## config.mk

```make
export PLATFORM = sky130hd
export DESIGN_NAME = ddr_wtr_gate
export DESIGN_NICKNAME = d
export VERILOG_FILES = /design/src/rtl/wtr_gate_pkg.sv /design/src/rtl/wtr_burst_track.sv /design/src/rtl/wtr_turn_timer.sv /design/src/rtl/wtr_rd_window.sv /design/src/rtl/ddr_wtr_gate.sv
export SDC_FILE = /design/constraint.sdc
export NUM_CORES = 1
export LEC_CHECK = 0
export ABC_AREA = 1
export BUFFER_PORTS_ARGS = -buffer_cell sky130_fd_sc_hd__buf_2
export CAP_MARGIN = 10
export CORE_ASPECT_RATIO = 0.6
export CORE_MARGIN = 2
export CORE_UTILIZATION = 47
export DETAILED_ROUTE_END_ITERATION = 16
export PLACE_DENSITY_LB_ADDON = 0.15
export SLEW_MARGIN = 20
export SYNTH_ARGS = -nofsm -noshare
export SYNTH_HDL_FRONTEND = slang
export SYNTH_SLANG_ARGS = --single-unit
```

## constraint.sdc

```tcl
create_clock -name clk -period 1.6 [get_ports clk]
set_clock_uncertainty 0.15 [all_clocks]
set_input_delay 0.24 -clock clk [delete_from_list [all_inputs] [get_ports clk]]
set_output_delay 0.24 -clock clk [all_outputs]
set_load 0.02 [all_outputs]
```

## src/rtl/wtr_gate_pkg.sv

```systemverilog
package wtr_gate_pkg;

   // Command codes on the request and command ports
   typedef enum logic [1:0] {
      CMD_NOP   = 2'b00,
      CMD_WRITE = 2'b01,
      CMD_READ  = 2'b10,
      CMD_RSVD  = 2'b11
   } ddr_cmd_e;

endpackage

```

## src/rtl/wtr_burst_track.sv

```systemverilog
// Follows one write burst: one cycle for the command, then PAIRS data-pair cycles.
module wtr_burst_track #(
   parameter int PAIRS = 2
) (
   input  logic clk,
   input  logic rst_n,
   input  logic start,      // WRITE accepted at this edge
   output logic busy,       // command or data cycles still running
   output logic phase,      // a data pair is on the bus this cycle
   output logic last_pair   // final data pair of the burst is this cycle
);

   localparam int CW = $clog2(PAIRS + 2);
   localparam logic [CW-1:0] LOADV = CW'(PAIRS + 1);
   localparam logic [CW-1:0] PAIRV = CW'(PAIRS);

   logic [CW-1:0] left_q;

   always_ff @(posedge clk) begin
      if (!rst_n) begin
         left_q <= '0;
      end else if (start) begin
         left_q <= LOADV;
      end else if (left_q != '0) begin
         left_q <= left_q - 1'b1;
      end
   end

   assign busy      = (left_q != '0);
   assign phase     = busy && (left_q <= PAIRV);
   assign last_pair = (left_q == CW'(1));

   // the cycle the WRITE is driven carries no data pair yet
   p_gap_before_data_r2 : assert property (@(posedge clk) disable iff (!rst_n)
      start |=> !phase);

endmodule

```

## src/rtl/wtr_turn_timer.sv

```systemverilog
// Turnaround countdown, loaded at the first edge after the last data pair.
module wtr_turn_timer #(
   parameter int TWTR_CYC = 1
) (
   input  logic clk,
   input  logic rst_n,
   input  logic clear,   // new WRITE: drop any running countdown
   input  logic load,    // edge following the last data pair
   output logic busy
);

   localparam int TW = (TWTR_CYC > 1) ? $clog2(TWTR_CYC) : 1;
   localparam logic [TW-1:0] LOADV = TW'(TWTR_CYC - 1);

   logic [TW-1:0] cnt_q;

   always_ff @(posedge clk) begin
      if (!rst_n) begin
         cnt_q <= '0;
      end else if (clear) begin
         cnt_q <= '0;
      end else if (load) begin
         cnt_q <= LOADV;
      end else if (cnt_q != '0) begin
         cnt_q <= cnt_q - 1'b1;
      end
   end

   assign busy = (cnt_q != '0);

   // a restart leaves no countdown running in the next cycle
   p_clear_drops_timer_r6 : assert property (@(posedge clk) disable iff (!rst_n)
      clear |=> !busy);

endmodule

```

## src/rtl/wtr_rd_window.sv

```systemverilog
// Read data window: opens CAS_LAT cycles after a driven READ, lasts PAIRS cycles.
module wtr_rd_window #(
   parameter int CAS_LAT = 2,
   parameter int PAIRS   = 2
) (
   input  logic clk,
   input  logic rst_n,
   input  logic rd_go,     // READ driven this cycle
   output logic rd_valid
);

   localparam int CW = $clog2(PAIRS + 1);
   localparam int AW = $clog2(CAS_LAT + PAIRS + 1);
   localparam logic [AW-1:0] AMAX = AW'(CAS_LAT + PAIRS);

   logic          tap;      // high one cycle before the window opens
   logic [CW-1:0] win_q;

   generate
      if (CAS_LAT == 1) begin : g_lat1
         assign tap = rd_go;
      end else if (CAS_LAT == 2) begin : g_lat2
         logic stage_q;
         always_ff @(posedge clk) begin
            if (!rst_n) stage_q <= 1'b0;
            else        stage_q <= rd_go;
         end
         assign tap = stage_q;
      end else begin : g_latn
         logic [CAS_LAT-2:0] pipe_q;
         always_ff @(posedge clk) begin
            if (!rst_n) pipe_q <= '0;
            else        pipe_q <= {pipe_q[CAS_LAT-3:0], rd_go};
         end
         assign tap = pipe_q[CAS_LAT-2];
      end
   endgenerate

   always_ff @(posedge clk) begin
      if (!rst_n) begin
         win_q <= '0;
      end else if (tap) begin
         win_q <= CW'(PAIRS);
      end else if (win_q != '0) begin
         win_q <= win_q - 1'b1;
      end
   end

   assign rd_valid = (win_q != '0);

   // Checker-side age of the newest READ, saturating
   logic [AW-1:0] age_q;
   always_ff @(posedge clk) begin
      if (!rst_n)              age_q <= AMAX;
      else if (rd_go)          age_q <= AW'(1);
      else if (age_q != AMAX)  age_q <= age_q + 1'b1;
   end

   // the window closes once the newest READ's burst has been returned
   p_rd_window_closes_r5 : assert property (@(posedge clk) disable iff (!rst_n)
      (age_q == AMAX) |-> !rd_valid);

endmodule

```

## src/rtl/ddr_wtr_gate.sv

```systemverilog
module ddr_wtr_gate
   import wtr_gate_pkg::*;
#(
   parameter int DEV_W     = 1,
   parameter int BANK_W    = 2,
   parameter int COL_W     = 10,
   parameter int BURST_LEN = 4,
   parameter int TWTR_CYC  = 1,
   parameter int CAS_LAT   = 2
) (
   input  logic              clk,
   input  logic              rst_n,
   input  logic [1:0]        req_cmd,
   input  logic [DEV_W-1:0]  req_dev,
   input  logic [BANK_W-1:0] req_bank,
   input  logic [COL_W-1:0]  req_col,
   input  logic              req_ap,
   output logic              cmd_valid,
   output logic [1:0]        cmd_code,
   output logic [DEV_W-1:0]  cmd_dev,
   output logic [BANK_W-1:0] cmd_bank,
   output logic [COL_W-1:0]  cmd_col,
   output logic              cmd_ap,
   output logic              stall,
   output logic              wr_data_phase,
   output logic              rd_data_valid
);

   localparam int PAIRS = BURST_LEN / 2;

   generate
      if (BURST_LEN < 2 || (BURST_LEN % 2) != 0) begin : g_bad_burst
         $error("BURST_LEN must be an even value of at least 2");
      end
      if (TWTR_CYC < 1) begin : g_bad_twtr
         $error("TWTR_CYC must be at least 1");
      end
      if (CAS_LAT < 1) begin : g_bad_cl
         $error("CAS_LAT must be at least 1");
      end
      if (DEV_W < 1 || BANK_W < 1 || COL_W < 1) begin : g_bad_width
         $error("address field widths must be at least 1");
      end
   endgenerate

   logic             wr_req, rd_req, wr_accept, rd_accept;
   logic             trk_busy, trk_last, tmr_busy, gate_busy;
   logic [DEV_W-1:0] last_wr_dev_q;

   assign wr_req    = (req_cmd == CMD_WRITE);
   assign rd_req    = (req_cmd == CMD_READ);
   assign gate_busy = trk_busy || tmr_busy;
   assign stall     = rd_req && (req_dev == last_wr_dev_q) && gate_busy;
   assign wr_accept = wr_req;
   assign rd_accept = rd_req && !stall;

   wtr_burst_track #(.PAIRS(PAIRS)) u_track (
      .clk       (clk),
      .rst_n     (rst_n),
      .start     (wr_accept),
      .busy      (trk_busy),
      .phase     (wr_data_phase),
      .last_pair (trk_last)
   );

   wtr_turn_timer #(.TWTR_CYC(TWTR_CYC)) u_timer (
      .clk   (clk),
      .rst_n (rst_n),
      .clear (wr_accept),
      .load  (trk_last && !wr_accept),
      .busy  (tmr_busy)
   );

   wtr_rd_window #(.CAS_LAT(CAS_LAT), .PAIRS(PAIRS)) u_rdwin (
      .clk      (clk),
      .rst_n    (rst_n),
      .rd_go    (cmd_valid && (cmd_code == CMD_READ)),
      .rd_valid (rd_data_valid)
   );

   always_ff @(posedge clk) begin
      if (!rst_n) begin
         cmd_valid     <= 1'b0;
         cmd_code      <= CMD_NOP;
         cmd_dev       <= '0;
         cmd_bank      <= '0;
         cmd_col       <= '0;
         cmd_ap        <= 1'b0;
         last_wr_dev_q <= '0;
      end else begin
         cmd_valid <= wr_accept || rd_accept;
         if (wr_accept)      cmd_code <= CMD_WRITE;
         else if (rd_accept) cmd_code <= CMD_READ;
         else                cmd_code <= CMD_NOP;
         if (wr_accept || rd_accept) begin
            cmd_dev  <= req_dev;
            cmd_bank <= req_bank;
            cmd_col  <= req_col;
            cmd_ap   <= req_ap;
         end
         if (wr_accept) last_wr_dev_q <= req_dev;
      end
   end

   // only READ requests are ever refused
   p_stall_read_only_r3 : assert property (@(posedge clk) disable iff (!rst_n)
      stall |-> (req_cmd == CMD_READ));

   // a refused cycle drives a NOP
   p_stall_blocks_issue_r3 : assert property (@(posedge clk) disable iff (!rst_n)
      stall |=> !cmd_valid);

   // no same-device READ overlaps write data
   p_no_read_in_phase_r3 : assert property (@(posedge clk) disable iff (!rst_n)
      (cmd_valid && cmd_code == CMD_READ && cmd_dev == last_wr_dev_q) |-> !wr_data_phase);

   // data pairs follow a driven WRITE
   p_wr_phase_follows_r2 : assert property (@(posedge clk) disable iff (!rst_n)
      (cmd_valid && cmd_code == CMD_WRITE) |=> wr_data_phase);

   // a WRITE request is always driven on the next cycle
   p_write_never_stalls_r6 : assert property (@(posedge clk) disable iff (!rst_n)
      (req_cmd == CMD_WRITE) |=> (cmd_valid && cmd_code == CMD_WRITE));

endmodule

```

# Yosys cells after proc, flatten, opt, wreduce, memory -nomap -nowiden
# Index checks and enable logic that the tools add are counted.
word_totals:
  wordCells: 47
  regBits: 24
  inputBits: 18
op_classes:
  bitwise: 2
  reduce_logical: 17
  n_eq_ne: 5
  muxes: 6
  order_cmp: 1
  addsub: 3
ops:
  columns: ["cell", "count"]
  rows:
  - ["two-way mux 2 bit", 5]
  - ["nonzero test 2 bit", 4]
  - ["logical AND 1 bit", 6]
  - ["== test 2 x 1 -> 1 bit (second input constant)", 2]
  - ["== test 2 bit (second input constant)", 2]
  - ["OR reduction 2 bit", 2]
  - ["OR reduction 4 bit", 1]
  - ["subtractor 2 x 1 -> 2 bit (second input constant)", 2]
  - ["<= comparator 2 bit (second input constant)", 1]
  - ["logical NOT 1 bit", 2]
  - ["logical OR 1 bit", 2]
  - ["inverter 1 bit", 2]
  - ["== test 1 bit", 1]
  - ["two-way mux 1 bit", 1]
  - ["subtractor 1 bit (second input constant)", 1]

# Depth between registers and ports, before layout
# Gate-level depths: netlist of run 1.
logic_depth:
  word_depth: 7
  mapped_depth: 9

# By module
# A second synthesis of run 1 with hierarchy kept.
hier_totals:
  hier_cells: 155
  hier_area_um2: 1084.8
by_module_without_submodules:
  columns: ["module", "area_each_um2", "cells_each", "n_inst"]
  rows:
  - ["ddr_wtr_gate", 830.8, 120, 1]
  - ["wtr_burst_track", 125.1, 19, 1]
  - ["wtr_rd_window", 105.1, 14, 1]
  - ["wtr_turn_timer", 23.8, 2, 1]

# Worst setup path after synthesis of run 1
# Ideal clock, no wire load.
synth_path:
  kind: "register -> output"
  startpoint: "reg u_track.left_q[0]"
  endpoint: "out stall"
  t_arrival_ns: 1.208
  slack_ns: 0.002
  n_path_buf: 0
  path_stages_with_launch: 6
  cell_sequence: "dfxtp_1 > inv_1 > ha_1 > inv_2 > nor2_4 > nor3_1"
synth_via:
  elab_chain_cells: 3
synth_rtl:
  columns: ["element", "line", "rtl"]
  rows:
  - ["from (decl)", "wtr_burst_track.sv:17", "logic [CW-1:0] left_q;"]
  - ["from (signal assigned)", "wtr_burst_track.sv:25", "left_q <= left_q - 1'b1;"]
  - ["nonzero test 2 bit", "wtr_burst_track.sv:29", "assign busy = (left_q != '0);"]
  - ["logical OR 1 bit", "ddr_wtr_gate.sv:52", "assign gate_busy = trk_busy || tmr_busy;"]
  - ["logical AND 1 bit", "ddr_wtr_gate.sv:53", "assign stall = rd_req && (req_dev == last_wr_dev_q) && gate_busy;"]
  - ["to (decl)", "ddr_wtr_gate.sv:24", "output logic stall,"]
# No other way between the ends.

# Final worst setup path of run 1
# Same ends and word-level chain as after synthesis.

==> flow_summary.ini, run 1 <==
[drt]
post-route-drc-count = 0
vias = 927
ant_nets = 0
via_per_inst = 4.500
drt_wl_total_microns = 2138
wl_per_cell_microns = 10.38
first_pass_iters = 4
dr.first_iter.drc_count = 53

[cts]
clock-sinks = 24
path_clk_slew_ps = 80
cts-htree-levels = 1
root_buffer = clkbuf_8
insertion_delay_ps = 260
clock_path_buffers = 2
cts_made_buffers = 3
cts_tree = yes

[die]
die_h_microns = 40.48
core_area_sq_um = 2131
rows = 13
die_w_microns = 64.80
io_pins = 38
initial_core_util = 0.4891
die_area_sq_um = 2623

[synthesis]
synth_nets = 159
yosys.area_share.simple = 0.2545
synth_area_leaders = dfxtp_1 46%, a21oi_1 8.6%, nand2_1 7.9%, inv_1 7.6%, nand3_1 7.2%
ys_seq_elements = 24
synth_xor_area_frac = 0
muxShareOfSynthArea = 0
synth_compound_area_frac = 0.1188
synth-warning-count = 0
syn_area_per_cell_sq_um = 7.445
synth_top_family_by_area = simple AND/OR/NAND/NOR gates
netlist.area_leader.share = 0.4610
synth_fa_ha_area_frac = 0.01200
synthCells = 140
synth_top_cell_by_area = dfxtp_1
yosysUniqueCellTypes = 22
synth_area_sq_um = 1042
ys_seq_area_frac = 0.4610

[placement]
post-place-ws_ps = 35.10
io_buffers = 37
gp_congestion = 0.6719
dp_hpwl_microns = 1581
place_inst = 200
place_area_sq_um = 1219

[global_routing]
grt_max_degree = 31
grt_first_pass_wirelength_microns = 3381
antenna_found_initial = 0
use_met2 = 0.3247
use_met3 = 0.05337
grtUsageTotal = 0.1754
grt-ovfl-total = 0
grt-busiest-layer = met2
grt_pass1_vias = 796
use_met1 = 0.2104

[critical_path]
critical_path_required_ps = 1210
crit_family = flip-flops
slowest_delay_ps = 340
cp-start-kind = register
arrival_ps = 1190
crit_buf_inv = 3
path_cells = inv_2, ha_4, inv_4, nor2_4, nor3_2, buf_4
r2r_slack_ps = 170
cpMaxStageDelayCell = dfxtp_2
path_max_fanout = 2
timing.critical_path.to_type = output pin
critical_path_class = register to output pin

[timing]
period_share = 0.9852
drv_slew = 0
hold_viol = 0
grt_setup_unrepaired = yes
setup_viol = 0
max_freq_ghz = 0.6344
fin_crit_ps = 1576
setup_ws_ps = 23.71
tns_ps = 0

[cells_and_area]
final_layout_size_suffix_gt1_frac = 0.3295
fin_nets = 196
final_area_sq_um = 1331
area_growth_pct = 27.73
diodes = 0
layout.cells.non_filler = 206

[power_and_ir_drop]
p_total_w = 0.001548
max-vdd-ir-drop_uv = 750.0
powerDensity_nw_per_um2 = 1163
p_leak_nw = 0.7012

[worst_hold_path]
hold_path_class = input port to register

[outcome]
outcome = finished, final reports clean

[job]
maxCapViolCount = 0
[cell families after synthesis]
group                    count (synthesis)
AND/OR/NAND/NOR                         60
buffers and inverters                   32
flip-flops                              24
AO/OA/AOI/OAI                           22
adder cells (fa/ha/maj)                  1
other                                    1
[area by class of cell]
type	count	area, sq um
clock inverter	1	30.03
timing repair buffer	40	222.7
fill	210	799.5
inverter	24	92.59
multi-input combinational	84	422.9
tap	30	37.54
clock buffer	3	41.29
sequential	24	484.2
[state kept, by name (all words and copies together) (netlist names)]
register,flops
cmd_code,2
u_track.left_q,2
u_rdwin.g_lat2.stage_q,1
cmd_dev,1
u_timer.busy,1
cmd_bank,2
u_rdwin.win_q,2
cmd_ap,1
cmd_col,10
last_wr_dev_q,1
cmd_valid,1
[path summary, 6_finish.rpt]
check	startpoint	to	cells past startpoint
worst min-delay path	req_col[7]	cmd_col[7]$_SDFFE_PN0P_	3
worst min register to register	u_rdwin.g_lat2.stage_q$_SDFF_PN0_	u_rdwin.win_q[0]$_SDFFE_PP0P_	1
worst max register to register	u_track.left_q[0]$_SDFFE_PN0P_	cmd_col[1]$_SDFFE_PN0P_	9
worst max-delay path	u_track.left_q[0]$_SDFFE_PN0P_	stall	6
[tightest hold or removal path: cells and delay by family]
family / cells / cell delay [ps]
AOI/OAI and AO/OA: 1 / 30
and+or+nand+nor: 1 / 80
buffers and inverters: 1 / 70
[power by group]
group          leakage [nW]  internal, W  switching, W
Combinational         0.466     0.000146      0.000211
Clock                0.0357     0.000334      0.000184
Sequential            0.199     0.000648     0.0000241
[cells in the mapped netlist]
| library cell | instances |
|---|---|
| nand3_1 | 15 |
| nor3_1 | 2 |
| nand2_2 | 1 |
| dfxtp_1 | 24 |
| nor3b_1 | 1 |
| nor2_1 | 16 |
| inv_2 | 2 |
| nor2_2 | 1 |
| clkinv_1 | 1 |
| clkbuf_1 | 1 |
| or2_2 | 1 |
| nand2_1 | 22 |
| a21oi_1 | 18 |
| ha_1 | 1 |
| buf_2 | 2 |
| buf_4 | 1 |
| nor2_4 | 1 |
| o21ai_0 | 3 |
| buf_6 | 4 |
| conb_1 | 1 |
| inv_1 | 21 |
| o21bai_4 | 1 |
[cells in the final DEF, fill, tap and decap left out]
cell and instances:
buf_2 36, nand2_1 22, dfxtp_1 21, inv_1 19, a21oi_1 18, nor2_1 16
nand3_1 15, inv_2 3, o21ai_0 3, clkbuf_8 3, dfxtp_2 3, buf_4 3
or2_2 1, inv_4 1, nor2_4 1, clkinv_1 1, nand2_2 1, nor3_2 1
o21bai_4 1, nor2_2 1, nor3_1 1, nor3b_1 1, ha_4 1, bufinv_16 1
buf_12 1, conb_1 1
[what timing repair did]
item | in CTS | in global routing
hold buffers | 0 | 0
pin swaps | 2 | 0
gates resized for setup | 9 | 1
setup buffers | 2 | 0
endpoints found under the setup margin | 1 | 1
[per-layer routing]
metal / up-vias / routed length, microns
met2: 23 / 1064
met5: - / 0
met3: 2 / 125
li1: 500 / -
met1: 402 / 943
met4: 0 / 5
[through the flow]
step | utilization | hold slack, ps
after floorplan | - | 221.7
after global placement | 0.5719 | 246.1
after detailed placement | 0.5719 | 262.7
after CTS | 0.6242 | 37.86
after global routing | 0.6248 | 31.85
final | 0.6248 | 39.78
Note: power is estimated with default switching activity, not from simulation.
==> run 2, diff against run 1 <==
Settings changed: CORE_UTILIZATION 47 to 46, HOLD_SLACK_MARGIN from default to 0.15.
==> flow_summary.ini, run 2 (same netlist as run 1, synthesis figures left out) <==
[drt]
dr.first_iter.drc_count = 28
ant_nets = 0
drt_wl_total_microns = 2324
wl_per_cell_microns = 10.42
via_per_inst = 4.462
first_pass_iters = 4
post-route-drc-count = 0
vias = 995

[power_and_ir_drop]
max-vdd-ir-drop_uv = 606.2
powerDensity_nw_per_um2 = 1054
p_leak_nw = 0.7793

[job]
maxCapViolCount = 0

[cts]
insertion_delay_ps = 260
cts_made_buffers = 3
clock_path_buffers = 2
cts_tree = yes
root_buffer = clkbuf_8
path_clk_slew_ps = 80
cts-htree-levels = 1
clock-sinks = 24

[worst_hold_path]
min_from = req_cmd[1]
hold_path_class = input port to register

[timing]
max_freq_ghz = 0.6308
period_share = 0.9907
fin_crit_ps = 1585
setup_ws_ps = 14.82
tns_ps = 0
setup_viol = 0
grt_setup_unrepaired = yes
drv_slew = 0
hold_viol = 0

[outcome]
outcome = finished, final reports clean

[cells_and_area]
area_growth_pct = 44.90
layout_commonest_cell = buf_2
largest-register = cmd_col
diodes = 0
fin_nets = 213
final_cell_mix = 36 x buf_2, 22 x nand2_1, 22 x dfxtp_1
largest_register_ffs = 10
fin_util = 0.7034
n_fill_cell = 193
final_layout_size_suffix_gt1_frac = 0.3005

[placement]
gp_congestion = 0.7097
io_buffers = 37
post-place-ws_ps = 22.14
dp_hpwl_microns = 1551

[global_routing]
grt_first_pass_wirelength_microns = 3629
grt_pass1_vias = 845
grt_max_degree = 31
grtUsageTotal = 0.1889
grt-ovfl-total = 0
antenna_found_initial = 0

[critical_path]
critPathLaunch = u_track.left_q[1]$_SDFFE_PN0P_
r2r_slack_ps = 130
critical_path_required_ps = 1210
timing.critical_path.to_type = output pin
rr_startpoint = u_track.left_q[1]$_SDFFE_PN0P_
r2r-end = cmd_col[3]$_SDFFE_PN0P_
cp-start-kind = register
rr_worst_depth = 9
critical_path_class = register to output pin
arrival_ps = 1200
path_max_fanout = 2
cp-endpoint = stall

[die]
core_area_sq_um = 2147
rows = 13
die_h_microns = 40.87
io_pins = 38
die_w_microns = 65.45
initial_core_util = 0.4854
die_area_sq_um = 2675
[run 2: layout make-up]
class,count,area (sq um),share of cell area
Multi-Input combinational cell,84,422.9,0.2800
Clock inverter,1,30.03,0.01988
Clock buffer,3,41.29,0.02734
Inverter,24,92.59,0.06131
Tap cell,30,37.54,0.02485
Timing Repair Buffer,57,402.9,0.2668
Sequential cell,24,483.0,0.3198
[run 2: worst max-delay path, cell delays in order, from the launching register on]
cell	delay, ps
dfxtp_2	330
inv_2	70
ha_4	150
inv_4	40
nor2_4	140
nor3_2	50
buf_4	150
[run 2: where the power goes]
group | total, W | internal (W) | switching (W)
registers | 0.000674 | 0.000648 | 0.0000257
logic | 0.000400 | 0.000180 | 0.000220
clock network | 0.000519 | 0.000334 | 0.000185
total | 0.00159 | 0.00116 | 0.000431
[run 2: repair_timing]
action	CTS	global route
hold buffers	16	0
endpoints found under the hold margin	16	0
buffers inserted	2	0
setup endpoints to repair	1	1
resized for setup	8	1
pin swaps	3	0
[run 2: worst min-delay path by stage]
stage                                                   end  cells after the start  slack [ps]
after floorplan                         cmd_ap$_SDFFE_PN0P_                      2         220
after global placement    u_rdwin.g_lat2.stage_q$_SDFF_PN0_                      1         250
after detailed placement  u_rdwin.g_lat2.stage_q$_SDFF_PN0_                      1         260
after CTS                    u_track.left_q[0]$_SDFFE_PN0P_                      4         190
after global routing               cmd_bank[1]$_SDFFE_PN0P_                      3         220
final                        u_track.left_q[0]$_SDFFE_PN0P_                      4         210
[run 2: stage by stage]
| step | hold slack, ps | total power [W] | area (sq um) | std cells |
|---|---|---|---|---|
| after floorplan | 221.7 | 0.0009144 | 1042 | 140 |
| after global placement | 251.5 | 0.0009913 | 1239 | 201 |
| after detailed placement | 260.5 | 0.001007 | 1239 | 201 |
| after CTS | 194.8 | 0.001598 | 1508 | 223 |
| after global routing | 218.4 | 0.001687 | 1510 | 223 |
| final | 207.6 | 0.001592 | 1510 | 223 |
[run 2: layer usage]
| layer | vias up | track usage | share of wire |
|---|---|---|---|
| li1 | 534 | - | - |
| met1 | 438 | 0.2206 | 0.44 |
| met2 | 21 | 0.3546 | 0.51 |
| met3 | 2 | 0.05769 | 0.047 |
| met4 | 0 | 0.04688 | 0.0056 |
| met5 | - | 0 | 0 |
==> run 3, diff against run 2 <==
Settings changed: CORE_MARGIN 2 to 1.
==> flow_summary.ini, run 3 (same netlist as run 1, synthesis figures left out) <==
[cells_and_area]
final_cell_mix = 36 x buf_2, 22 x nand2_1, 22 x dfxtp_1
fin_nets = 212
layout_commonest_cell = buf_2
largest-register = cmd_col
final_layout_size_suffix_gt1_frac = 0.2969
fin_util = 0.7519
area_growth_pct = 42.98
largest_register_ffs = 10

[critical_path]
rr_worst_depth = 9
cp-start-kind = register
crit_family = flip-flops
crit_buf_inv = 3
slowest_delay_ps = 340
cpMaxStageDelayCell = dfxtp_2
path_max_fanout = 2
r2r_slack_ps = 120
path_cells = inv_2, ha_4, inv_4, nor2_4, nor3_2, buf_4
timing.critical_path.to_type = output pin
critical_path_class = register to output pin
critical_path_required_ps = 1210
arrival_ps = 1170
cp.depth = 6

[cts]
insertion_delay_ps = 270
cts_made_buffers = 3
root_buffer = clkbuf_8
cts-htree-levels = 1
path_clk_slew_ps = 80
clock-sinks = 24
clock_path_buffers = 2
cts_tree = yes

[placement]
io_buffers = 37
gp_congestion = 0.6876
dp_hpwl_microns = 1400

[die]
initial_core_util = 0.5259
io_pins = 38
core_area_sq_um = 1982
die_h_microns = 38.87
rows = 12
die_area_sq_um = 2466
die_w_microns = 63.45

[drt]
wl_per_cell_microns = 10.48
via_per_inst = 4.529
wl_met1_microns = 1117
dr_wl_met2_microns = 1056
first_pass_iters = 4
wl_met3_microns = 124
ant_nets = 0
post-route-drc-count = 0
drt_wl_total_microns = 2316
dr.first_iter.drc_count = 40
highest_layer = met4
vias = 1001

[outcome]
outcome = finished, final reports clean

[global_routing]
grt_first_pass_wirelength_microns = 3781
grt-ovfl-total = 0
antenna_found_initial = 0
grtUsageTotal = 0.2075
grt_pass1_vias = 882
grt_max_degree = 31

[power_and_ir_drop]
power_frac_clock = 0.333
p_sw_w = 0.0004313
powerDensity_nw_per_um2 = 1061
p_comb_frac = 0.241
max-vdd-ir-drop_uv = 691.1
seqPwrFrac = 0.426
p_leak_nw = 0.7687
swShare = 0.2727
p_int_w = 0.001150

[timing]
fin_crit_ps = 1561
max_freq_ghz = 0.6406
setup_viol = 0
grt_setup_unrepaired = yes
hold-worst-slack_ps = 178.4
period_share = 0.9756
drv_slew = 0
hold_viol = 0

[worst_hold_path]
hold_path_class = input port to register
hold_depth = 4

[job]
maxCapViolCount = 0
## run 3: cell types whose count changed in the layout (fill, tap and decap cells not counted)
cell     change
buf_12       -1
diode_2      +1
## run 3: path summary, 6_finish.rpt
check                                 start                           endpoint
max          u_track.left_q[0]$_SDFFE_PN0P_                              stall
min                              req_cmd[1]     u_track.left_q[0]$_SDFFE_PN0P_
min reg2reg          cmd_code[0]$_SDFF_PN0_  u_rdwin.g_lat2.stage_q$_SDFF_PN0_
max reg2reg  u_track.left_q[0]$_SDFFE_PN0P_            cmd_col[7]$_SDFFE_PN0P_
## run 3: what timing repair did
| action | in CTS | in global routing |
|---|---|---|
| endpoints found under the hold margin | 16 | 0 |
| hold buffers | 16 | 0 |
| pin swaps | 3 | 1 |
| gates resized for setup | 7 | 2 |
| endpoints found under the setup margin | 1 | 1 |
| setup buffers | 2 | 0 |
## run 3: power groups by stage
stage	Clock, W	Sequential [W]	Combinational, W
after floorplan	0	0.000727	0.000188
after global placement	0	0.000681	0.000302
after detailed placement	0	0.000682	0.000312
after CTS	0.000541	0.000672	0.000377
after global routing	0.000562	0.000678	0.000423
final	0.000527	0.000673	0.000382
## run 3: area by class of cell
| type | instances | area [sq um] |
|---|---|---|
| Tap cell | 28 | 35.03 |
| Multi-Input combinational cell | 84 | 422.9 |
| Sequential cell | 24 | 483.0 |
| Clock inverter | 1 | 30.03 |
| Timing Repair Buffer | 56 | 382.9 |
| Fill cell | 168 | 491.7 |
| Inverter | 24 | 92.59 |
| Clock buffer | 3 | 41.29 |
| Antenna cell | 1 | 2.502 |
## run 3: stage by stage
step                setup TNS (ps)  std cells  worst slack, ps  power [W]  area [sq um]
floorplan                        0        140            2.335  0.0009144          1042
global route                -11.68        220           -11.68   0.001663          1488
global placement                 0        198            112.2  0.0009826          1216
finish                           0        221            39.08   0.001582          1490
detailed placement               0        198            19.10  0.0009935          1216
CTS                         -5.446        220           -5.446   0.001591          1480
## run 3: tightest hold or removal path, cell delays in order
cell     delay [ps]
buf_2            90
nor2_2           50
a21oi_1         110
a21oi_1          70
## run 3: metal layers
metal / global-route usage / vias up
met5: 0 / -
met4: 0.07386 / 0
met3: 0.06765 / 5
li1: - / 533
met1: 0.2420 / 436
met2: 0.3670 / 27
